**src/rtl/boot_remap_decoder.sv**
```systemverilog
module boot_remap_decoder #(
  parameter int ADDR_W    = 32,
  parameter int PAGE_W    = 20,
  parameter int ROM_PG    = 'h001,
  parameter int SRAM0_PG  = 'h002,
  parameter int SRAM1_PG  = 'h003,
  parameter int EBI_LO_PG = 'h100,
  parameter int EBI_HI_PG = 'h1FF,
  parameter int PERI_PG   = 'hFFF
) (
  input  logic              clk,
  input  logic              rst_n,
  input  logic              boot_mode_i,
  input  logic              remap_i,
  input  logic [ADDR_W-1:0] addr_i,
  output logic [4:0]        slave_sel_o,
  output logic              dec_err_o
);
  localparam int PG_W = ADDR_W - PAGE_W;

  logic [PG_W-1:0] pg;
  logic boot_ext_q, remap_q;
  logic in_boot, in_rom, in_s0, in_s1, in_ebi, in_peri;
  logic unused_low;

  assign pg         = addr_i[ADDR_W-1:PAGE_W];
  assign unused_low = ^addr_i[PAGE_W-1:0];

  always_ff @(posedge clk) begin
    if (!rst_n) begin
      boot_ext_q <= boot_mode_i;
      remap_q    <= 1'b0;
    end else if (remap_i) begin
      remap_q    <= 1'b1;
    end
  end

  assign in_boot = (pg == '0);
  assign in_rom  = (pg == PG_W'(ROM_PG));
  assign in_s0   = (pg == PG_W'(SRAM0_PG));
  assign in_s1   = (pg == PG_W'(SRAM1_PG));
  assign in_ebi  = (pg >= PG_W'(EBI_LO_PG)) && (pg <= PG_W'(EBI_HI_PG));
  assign in_peri = (pg == PG_W'(PERI_PG));

  assign slave_sel_o[0] = in_s0 | (in_boot & remap_q);
  assign slave_sel_o[1] = in_s1;
  assign slave_sel_o[2] = in_rom | (in_boot & ~remap_q & ~boot_ext_q);
  assign slave_sel_o[3] = in_ebi | (in_boot & ~remap_q &  boot_ext_q);
  assign slave_sel_o[4] = in_peri;

  assign dec_err_o = ~(in_boot | in_rom | in_s0 | in_s1 | in_ebi | in_peri);
endmodule

```
**config.mk**
```make
export PLATFORM = sky130hd
export DESIGN_NAME = boot_remap_decoder
export DESIGN_NICKNAME = d
export VERILOG_FILES = /design/src/rtl/boot_remap_decoder.sv
export SDC_FILE = /design/constraint.sdc
export NUM_CORES = 1
export LEC_CHECK = 0
export BUFFER_PORTS_ARGS = -buffer_cell sky130_fd_sc_hd__buf_2
export CORE_AREA = 2 2 39 41
export DETAILED_ROUTE_END_ITERATION = 16
export DIE_AREA = 0 0 41 43
export SETUP_SLACK_MARGIN = 0.02
export SLEW_MARGIN = 40
export SYNTH_ARGS = -nofsm -noshare
export SYNTH_HDL_FRONTEND = slang
export SYNTH_SLANG_ARGS = --single-unit
```
**constraint.sdc**
```tcl
create_clock -name clk -period 1.1 [get_ports clk]
set_input_delay 0.055 -clock clk [delete_from_list [all_inputs] [get_ports clk]]
set_output_delay 0.055 -clock clk [all_outputs]
set_load 0.02 [all_outputs]
```
-- Word level (Yosys, flattened, before mapping)
Cells that the tools add are included.
- equality and inequality tests: 4
- bitwise operators: 15
- shifts and indexed selects: 0
- add/subtract/negate cells: 0
- reductions and logical operators: 2
- multipliers: 0
- mux-type cells: 0
- div/mod/pow operators: 0
- magnitude comparators: 2
- operators with widths (cell ; number):
    12-bit by 2-bit equality test with 1-bit output (second input constant) ; 2
    12-bit by 1-bit equality test with 1-bit output (second input constant) ; 1
    12-bit equality test (second input constant) ; 1
    12-bit by 9-bit >= comparator with 1-bit output (second input constant) ; 1
    12-bit by 9-bit less-or-equal comparator with 1-bit output (second input constant) ; 1
    12-bit logical NOT ; 1
    1-bit bitwise OR ; 8
    1-bit AND ; 4
    1-bit inverter ; 3
    1-bit logical AND ; 1
- word-level logic and storage cells: 25
- flip-flop bits (word level): 2
- memories: 0
- bits in writable memories: 0
- memory bits (read-only): 0
- latch bits: 0

-- Longest topological paths before layout
Gate-level depths: netlist (run 1).
- depth in word-level cells: 7
- mapped depth: 4

-- Worst setup path after synthesis (run 1)
No wires, ideal clock.
- kind: in2out
- start point: in addr_i[22]
- end point: out slave_sel_o[0]
- arrival: 1.011 ns
- cell stages on the path: 3
- setup slack: 0.034 ns
- cell sequence: nor4_1 -> nand3_1 -> nor3_1
- word-level cells in the longest chain between the ends: 3
- ends and longest elaborated chain (element ; RTL line ; RTL):
    start, declared ; 15 ; input logic [ADDR_W-1:0] addr_i,
    12-bit logical NOT ; 38 ; assign in_boot = (pg == '0);
    1-bit AND ; 45 ; assign slave_sel_o[0] = in_s0 | (in_boot & remap_q);
    1-bit bitwise OR (*) ; 45 ;
    end, declared ; 16 ; output logic [4:0] slave_sel_o,
Mark *: on every way between the ends. The rest lies on a longest branch, timed or not.

-- Worst setup path after layout (run 1)
- start point: reg boot_ext_q
- end point: out slave_sel_o[2]
- word-level cells in the longest chain between the ends: 3
- ends and longest elaborated chain (element ; RTL line ; RTL):
    start, declared ; 22 ; logic boot_ext_q, remap_q;
    start signal, assigned ; 31 ; boot_ext_q <= boot_mode_i;
    1-bit inverter ; 47 ; assign slave_sel_o[2] = in_rom | (in_boot & ~remap_q & ~boot_ext_q);
    1-bit AND ; 47 ;
    1-bit bitwise OR ; 47 ;
No other way between the ends.

==> flow_summary.yaml, run 1 <==
run_status:
  outcome: "finished with violations"
  violations: "setup timing"
power_and_ir_drop:
  design_power_total_uw: 344.0
  irDropWorstVdd_mv: 0.3398
  leakage_nw: 0.1710
  pwr_density_cell_nw_per_um2: 904.4
route:
  antenna_violating_nets_post_route: 0
  dr.pass1.iters: 4
  remaining_drc_errors: 0
  detail_route.wirelength_um: 649
  dr.first_iter.drc_count: 3
  vias_per_cell: 4.194
  vias: 281
  post_drt_wl_per_cell_um: 9.687
placement:
  placed_area_sq_um: 294.0
  port_buffers: 21
  dpl.hpwl_um: 486.8
  finalWeightedCongestion: 0.6544
timing:
  report.final.hold_viol_count: 0
  finalCritPeriodShare_pct: 100.7
  skew_ns: 0
  max_slew_violations: 0
  slew-limit-headroom_pct: 83.07
  fmax_mhz: 902.4
  finalWorstPathRequiredPeriod_ns: 1.108
  setup_viol: 2
  worst_max_slew_pin_slew_ns: 0.2519
  setup_ws_ns: -0.008110
  rsz0062_at_grt: "yes"
layout:
  multi_input_area_sq_um: 138.9
  sequential_cell_area_sq_um: 51.30
  final_layout_size_suffix_gt1_share_pct: 62.75
  finalInstanceArea_sq_um: 380.4
  num-fill-cells: 162
  synthToLayoutAreaGrowth_pct: 106.8
  antenna-diode-count: 0
  layout.nets: 88
synthesis:
  synthesis.nets: 62
  synth.ff_latch_count: 2
  synth_async_sr_flop_share_pct: 0
  synth.largest_area_cell: "edfxtp_1"
  synth_ff_type: "edfxtp_1"
  netlist_instances: 26
  cell_types_occupying_the_most_area_after_synthesis: "edfxtp_1, nor2_1, dfxtp_1"
  synth_enable_flop_cells: 1
  synth.yosys.warnings: 0
  synth.cell_area_sq_um: 183.9
  avgSynthCellArea_sq_um: 7.074
  yosysMostFrequentCell: "nor2_1"
  post_synth_most_frequent_cells: "nor2_1, nand2_1, nor3_1, buf_4, nand4_1"
  synth_unique_cells: 13
  synth_top_area_share_pct: 16.33
  yosysSeqAreaShare_pct: 27.21
cts:
  cts_max_path_buffers: 2
  cts_tree: "done"
  number_of_sinks_driven_by_the_clock_tree: 2
  clock_latency_ns: 0.22
  cts_root_buf: "clkbuf_4"
  cts_clk_pin_slew_worst_paths_ns: 0.03
  numCtsBuffers: 3
  cts-htree-levels: 1
run:
  drv.max_cap_violation_count: 0
floorplan:
  ioPinCount: 42
  placeableCoreArea_sq_um: 1384
  fp.dieArea_sq_um: 1763
  rows: 14
  initial_utilization_pct: 13.29
  die_w_um: 41
  die_h_um: 43
grt:
  global_route.usage.met2_pct: 13.44
  overflow: 0
  wire_length_of_the_first_global_routing_pass_um: 938
  grt_util_all_layers_pct: 7.924
  global_route.peak_usage_layer: "met2"
  pin_count_of_the_biggest_net_entering_global_routing: 6
  groute.layer.met3.usage_pct: 2.094
  number_of_antenna_violations_at_the_first_check_in_global_routing: 0
  grt_use_met1_pct: 7.372
  first_global_vias: 282
worst_setup_path:
  critPathRequiredTime_ns: 1.04
  setup.worst_path.end_class: "output pin"
  critPathArrivalTime_ns: 1.05
  timing.critical_path.from_type: "register"
  slack_of_the_worst_reg_to_reg_path_ns: 0.52
  critical_path_peak_fanout: 2
  critical_path_class: "reg -> out"
  r2r_cells: 2
min_path:
  worst_hold_depth: 3
  worstHoldPathType: "in -> reg"
==> cells by family after synthesis <==
family / count (synthesis) / synth area share, %
simple gates: 20 / 55.78
buf+inv: 3 / 10.20
flops: 2 / 27.21
compound gates: 1 / 6.802
==> cell usage in the layout (no fill, tap or decap), drive strengths merged <==
cell type / n
and3b: 1
buf: 22
clkbuf: 4
dfxtp: 1
dlygate4sd3: 1
edfxtp: 1
inv: 1
nand2: 4
nand3: 1
nand4: 2
nor2: 6
nor3: 4
nor4: 2
o31ai: 1
==> where the power goes <==
part | total, mW | switching, mW | internal, mW
Sequential | 0.0904 | 0.00486 | 0.0855
Combinational | 0.0731 | 0.0350 | 0.0381
Clock | 0.181 | 0.0456 | 0.135
Total | 0.344 | 0.0855 | 0.259
==> critical path: stages, from the launching register on <==
cell	delay, ns
edfxtp_1	0.38
nor2_1	0.10
nor2_1	0.05
nor3_1	0.11
buf_2	0.19
==> per-stage QoR <==
stage	cells	utilization (%)	hold slack, ns	setup WS, ns	TNS (ns)
final	67	27.49	0.04367	-0.008110	-0.009308
after global routing	67	27.49	0.04709	-0.09905	-0.1772
after CTS	66	26.40	0.03947	-0.03698	-0.07250
after detailed placement	61	21.25	0.2331	-0.05229	-0.06318
after global placement	61	21.25	0.2331	-0.04454	-0.09692
after floorplan	26	-	0.1539	0.03359	0
==> sequential cells by signal, summed over array words and instances, names as in the netlist <==
register	flops
boot_ext_q	1
remap_q	1
==> metal layers <==
metal	up-vias	share of wire (%)	routed length, um
met5	-	0	0
met4	0	0	0
met3	0	9.1	59
met2	14	53	347
met1	125	37	242
li1	142	-	-
==> final cells by class <==
| cell class | instances | share of cell area, % |
|---|---|---|
| clock buffers | 4 | 6.908 |
| well taps | 16 | 5.263 |
| multi-input cells | 21 | 36.51 |
| repair buffers | 23 | 36.84 |
| inverters | 1 | 0.9868 |
| flip-flops and latches | 2 | 13.49 |
==> final timing paths <==
kind	startpoint	endpoint
setup / recovery	boot_ext_q$_DFFE_PN_	slave_sel_o[2]
hold / removal	remap_i	remap_q$_SDFFE_PN0P_
setup reg to reg	remap_q$_SDFFE_PN0P_	remap_q$_SDFFE_PN0P_
hold reg to reg	remap_q$_SDFFE_PN0P_	remap_q$_SDFFE_PN0P_
==> what timing repair did <==
item | 4_1_cts | 5_1_grt
buffers inserted | 0 | 1
pin swaps | 1 | 0
hold buffers | 1 | 0
resized for setup | 8 | 2
endpoints found under the hold margin | 1 | 0
endpoints found under the setup margin | 3 | 3
Note: power is estimated with default switching activity, not from simulation.
==> run 2: changes to the inputs <==
==> constraint.sdc (replaced) <==
create_clock -name clk -period 1.35 [get_ports clk]
set_input_delay 0.0675 -clock clk [delete_from_list [all_inputs] [get_ports clk]]
set_output_delay 0.0675 -clock clk [all_outputs]
set_load 0.02 [all_outputs]
==> run 2 against run 1 <==
  * The run now ends clean
  * Clock skew unchanged
  * Register-to-register slack gained 0.27 ns
  * First-iteration DRC count is the same
  * Critical path depth is the same
  * Sequential share of layout area is 1.4 points higher
  * Clock power decreased by 19%
  * Power decreased by 21%
  * Global-route usage shrank 0.50 points
  * Worst setup slack gained 0.17 ns
  * Die area is the same
  * Core utilization shrank 3.2 points
  * Critical path type unchanged
  * Critical endpoint is now slave_sel_o[3]
==> flow_summary.yaml, run 2 (synthesis results as in run 1) <==
layout:
  num-fill-cells: 167
  layout_common_cells: "buf_2, nor2_1, nand2_1, nor3_1, clkbuf_4"
  antenna-diode-count: 0
  synthToLayoutAreaGrowth_pct: 82.99
  sequential_cell_area_sq_um: 50.05
  layout.nets: 87
  layout_top_registers: "boot_ext_q: 1 flops, remap_q: 1 flops"
  final_common_cell: "buf_2"
  multi_input_area_sq_um: 121.4
  layout.cells.non_filler: 66
  finalInstanceArea_sq_um: 336.6
  final_core_util_pct: 24.32
  final_layout_size_suffix_gt1_share_pct: 54.00
grt:
  groute.layer.met3.usage_pct: 2.094
  global_route.peak_usage_layer: "met2"
  wire_length_of_the_first_global_routing_pass_um: 883
  pin_count_of_the_biggest_net_entering_global_routing: 6
  grt_util_all_layers_pct: 7.422
  number_of_antenna_violations_at_the_first_check_in_global_routing: 0
  first_global_vias: 264
  grt_use_met1_pct: 6.731
  global_route.usage.met2_pct: 12.50
  overflow: 0
worst_setup_path:
  critPathRequiredTime_ns: 1.28
  critPathArrivalTime_ns: 1.12
  critical_path_peak_fanout: 3
  setup.worst_path.end_class: "output pin"
  critical_path_class: "reg -> out"
  timing.critical_path.from_type: "register"
power_and_ir_drop:
  irDropWorstVdd_mv: 0.2749
  pwr_density_cell_nw_per_um2: 802.8
  leakage_nw: 0.1608
cts:
  cts_max_path_buffers: 2
  number_of_sinks_driven_by_the_clock_tree: 2
  cts_root_buf: "clkbuf_4"
  cts_setup_buffers: 0
  cts-htree-levels: 1
  cts_clk_pin_slew_worst_paths_ns: 0.03
  cts_tree: "done"
  clock_latency_ns: 0.22
  numCtsBuffers: 3
route:
  vias_per_cell: 4.152
  antenna_violating_nets_post_route: 0
  detail_route.wirelength_um: 608
  vias: 274
  dr.first_iter.drc_count: 3
  remaining_drc_errors: 0
  post_drt_wl_per_cell_um: 9.212
  dr.pass1.iters: 3
timing:
  skew_ns: 0
  slew-limit-headroom_pct: 84.58
  fmax_mhz: 840.2
  setup_viol: 0
  fin_worst_hold_slack_ns: 0.05632
  fin_tns_setup_ns: 0
  report.final.hold_viol_count: 0
  max_slew_violations: 0
  rsz0062_at_grt: "no"
  finalWorstPathRequiredPeriod_ns: 1.190
  finalCritPeriodShare_pct: 88.16
  worst_max_slew_pin_slew_ns: 0.2295
placement:
  dpl.hpwl_um: 486.8
  finalWeightedCongestion: 0.6544
  placed_area_sq_um: 294.0
  place_inst: 61
  port_buffers: 21
floorplan:
  rows: 14
  placeableCoreArea_sq_um: 1384
  initial_utilization_pct: 13.29
  ioPinCount: 42
  die_w_um: 41
  die_h_um: 43
  fp.dieArea_sq_um: 1763
min_path:
  worstHoldPathType: "in -> reg"
run:
  drv.max_cap_violation_count: 0
run_status:
  outcome: "finished, final reports clean"
[run 2: changes by cell type in the layout (fill, tap and decap cells not counted), sizes merged]
cell / change
buf: -1
[run 2: power by group]
group | total (mW) | switching, mW | internal [mW]
Clock | 0.147 | 0.0372 | 0.110
Sequential | 0.0720 | 0.00284 | 0.0692
Combinational | 0.0511 | 0.0257 | 0.0254
Total | 0.270 | 0.0657 | 0.205
[run 2: timing repair]
action	4_1_cts	5_1_grt
endpoints found under the setup margin	0	1
gates resized for setup	0	1
hold buffers	0	1
hold endpoints to repair	0	1
[run 2: critical path: stages, from the launching register on]
cell,delay [ns]
dfxtp_1,0.31
nor2_1,0.14
nand2_1,0.08
o31ai_2,0.17
buf_2,0.20
[run 2: final timing paths]
kind | startpoint | to | slack, ns | cells after the start
setup / recovery | remap_q$_SDFFE_PN0P_ | slave_sel_o[3] | 0.16 | 4
hold / removal | remap_i | remap_q$_SDFFE_PN0P_ | 0.06 | 3
setup reg to reg | remap_q$_SDFFE_PN0P_ | remap_q$_SDFFE_PN0P_ | 0.79 | 2
hold reg to reg | remap_q$_SDFFE_PN0P_ | remap_q$_SDFFE_PN0P_ | 0.51 | 2
[run 2: layout make-up]
class                      count  area share, %
timing repair buffer          22          34.20
inverter                       1          1.115
multi-input combinational     21          36.06
clock buffer                   4          7.807
tap                           16          5.948
sequential                     2          14.87
[run 2: per-stage QoR]
stage          worst slack [ns]  power (mW)
2_1_floorplan            0.2586     0.08859
3_3_place_gp             0.1805      0.1183
3_5_place_dp             0.1727      0.1200
4_1_cts                  0.1350      0.2760
5_1_grt                 0.05375      0.2954
6_report                 0.1598      0.2702
[run 2: routing by layer]
| layer | wire length [um] | vias to the layer above |
|---|---|---|
| met5 | 0 | - |
| met4 | 0 | 0 |
| met3 | 62 | 0 |
| met2 | 309 | 14 |
| met1 | 235 | 120 |
| li1 | - | 140 |
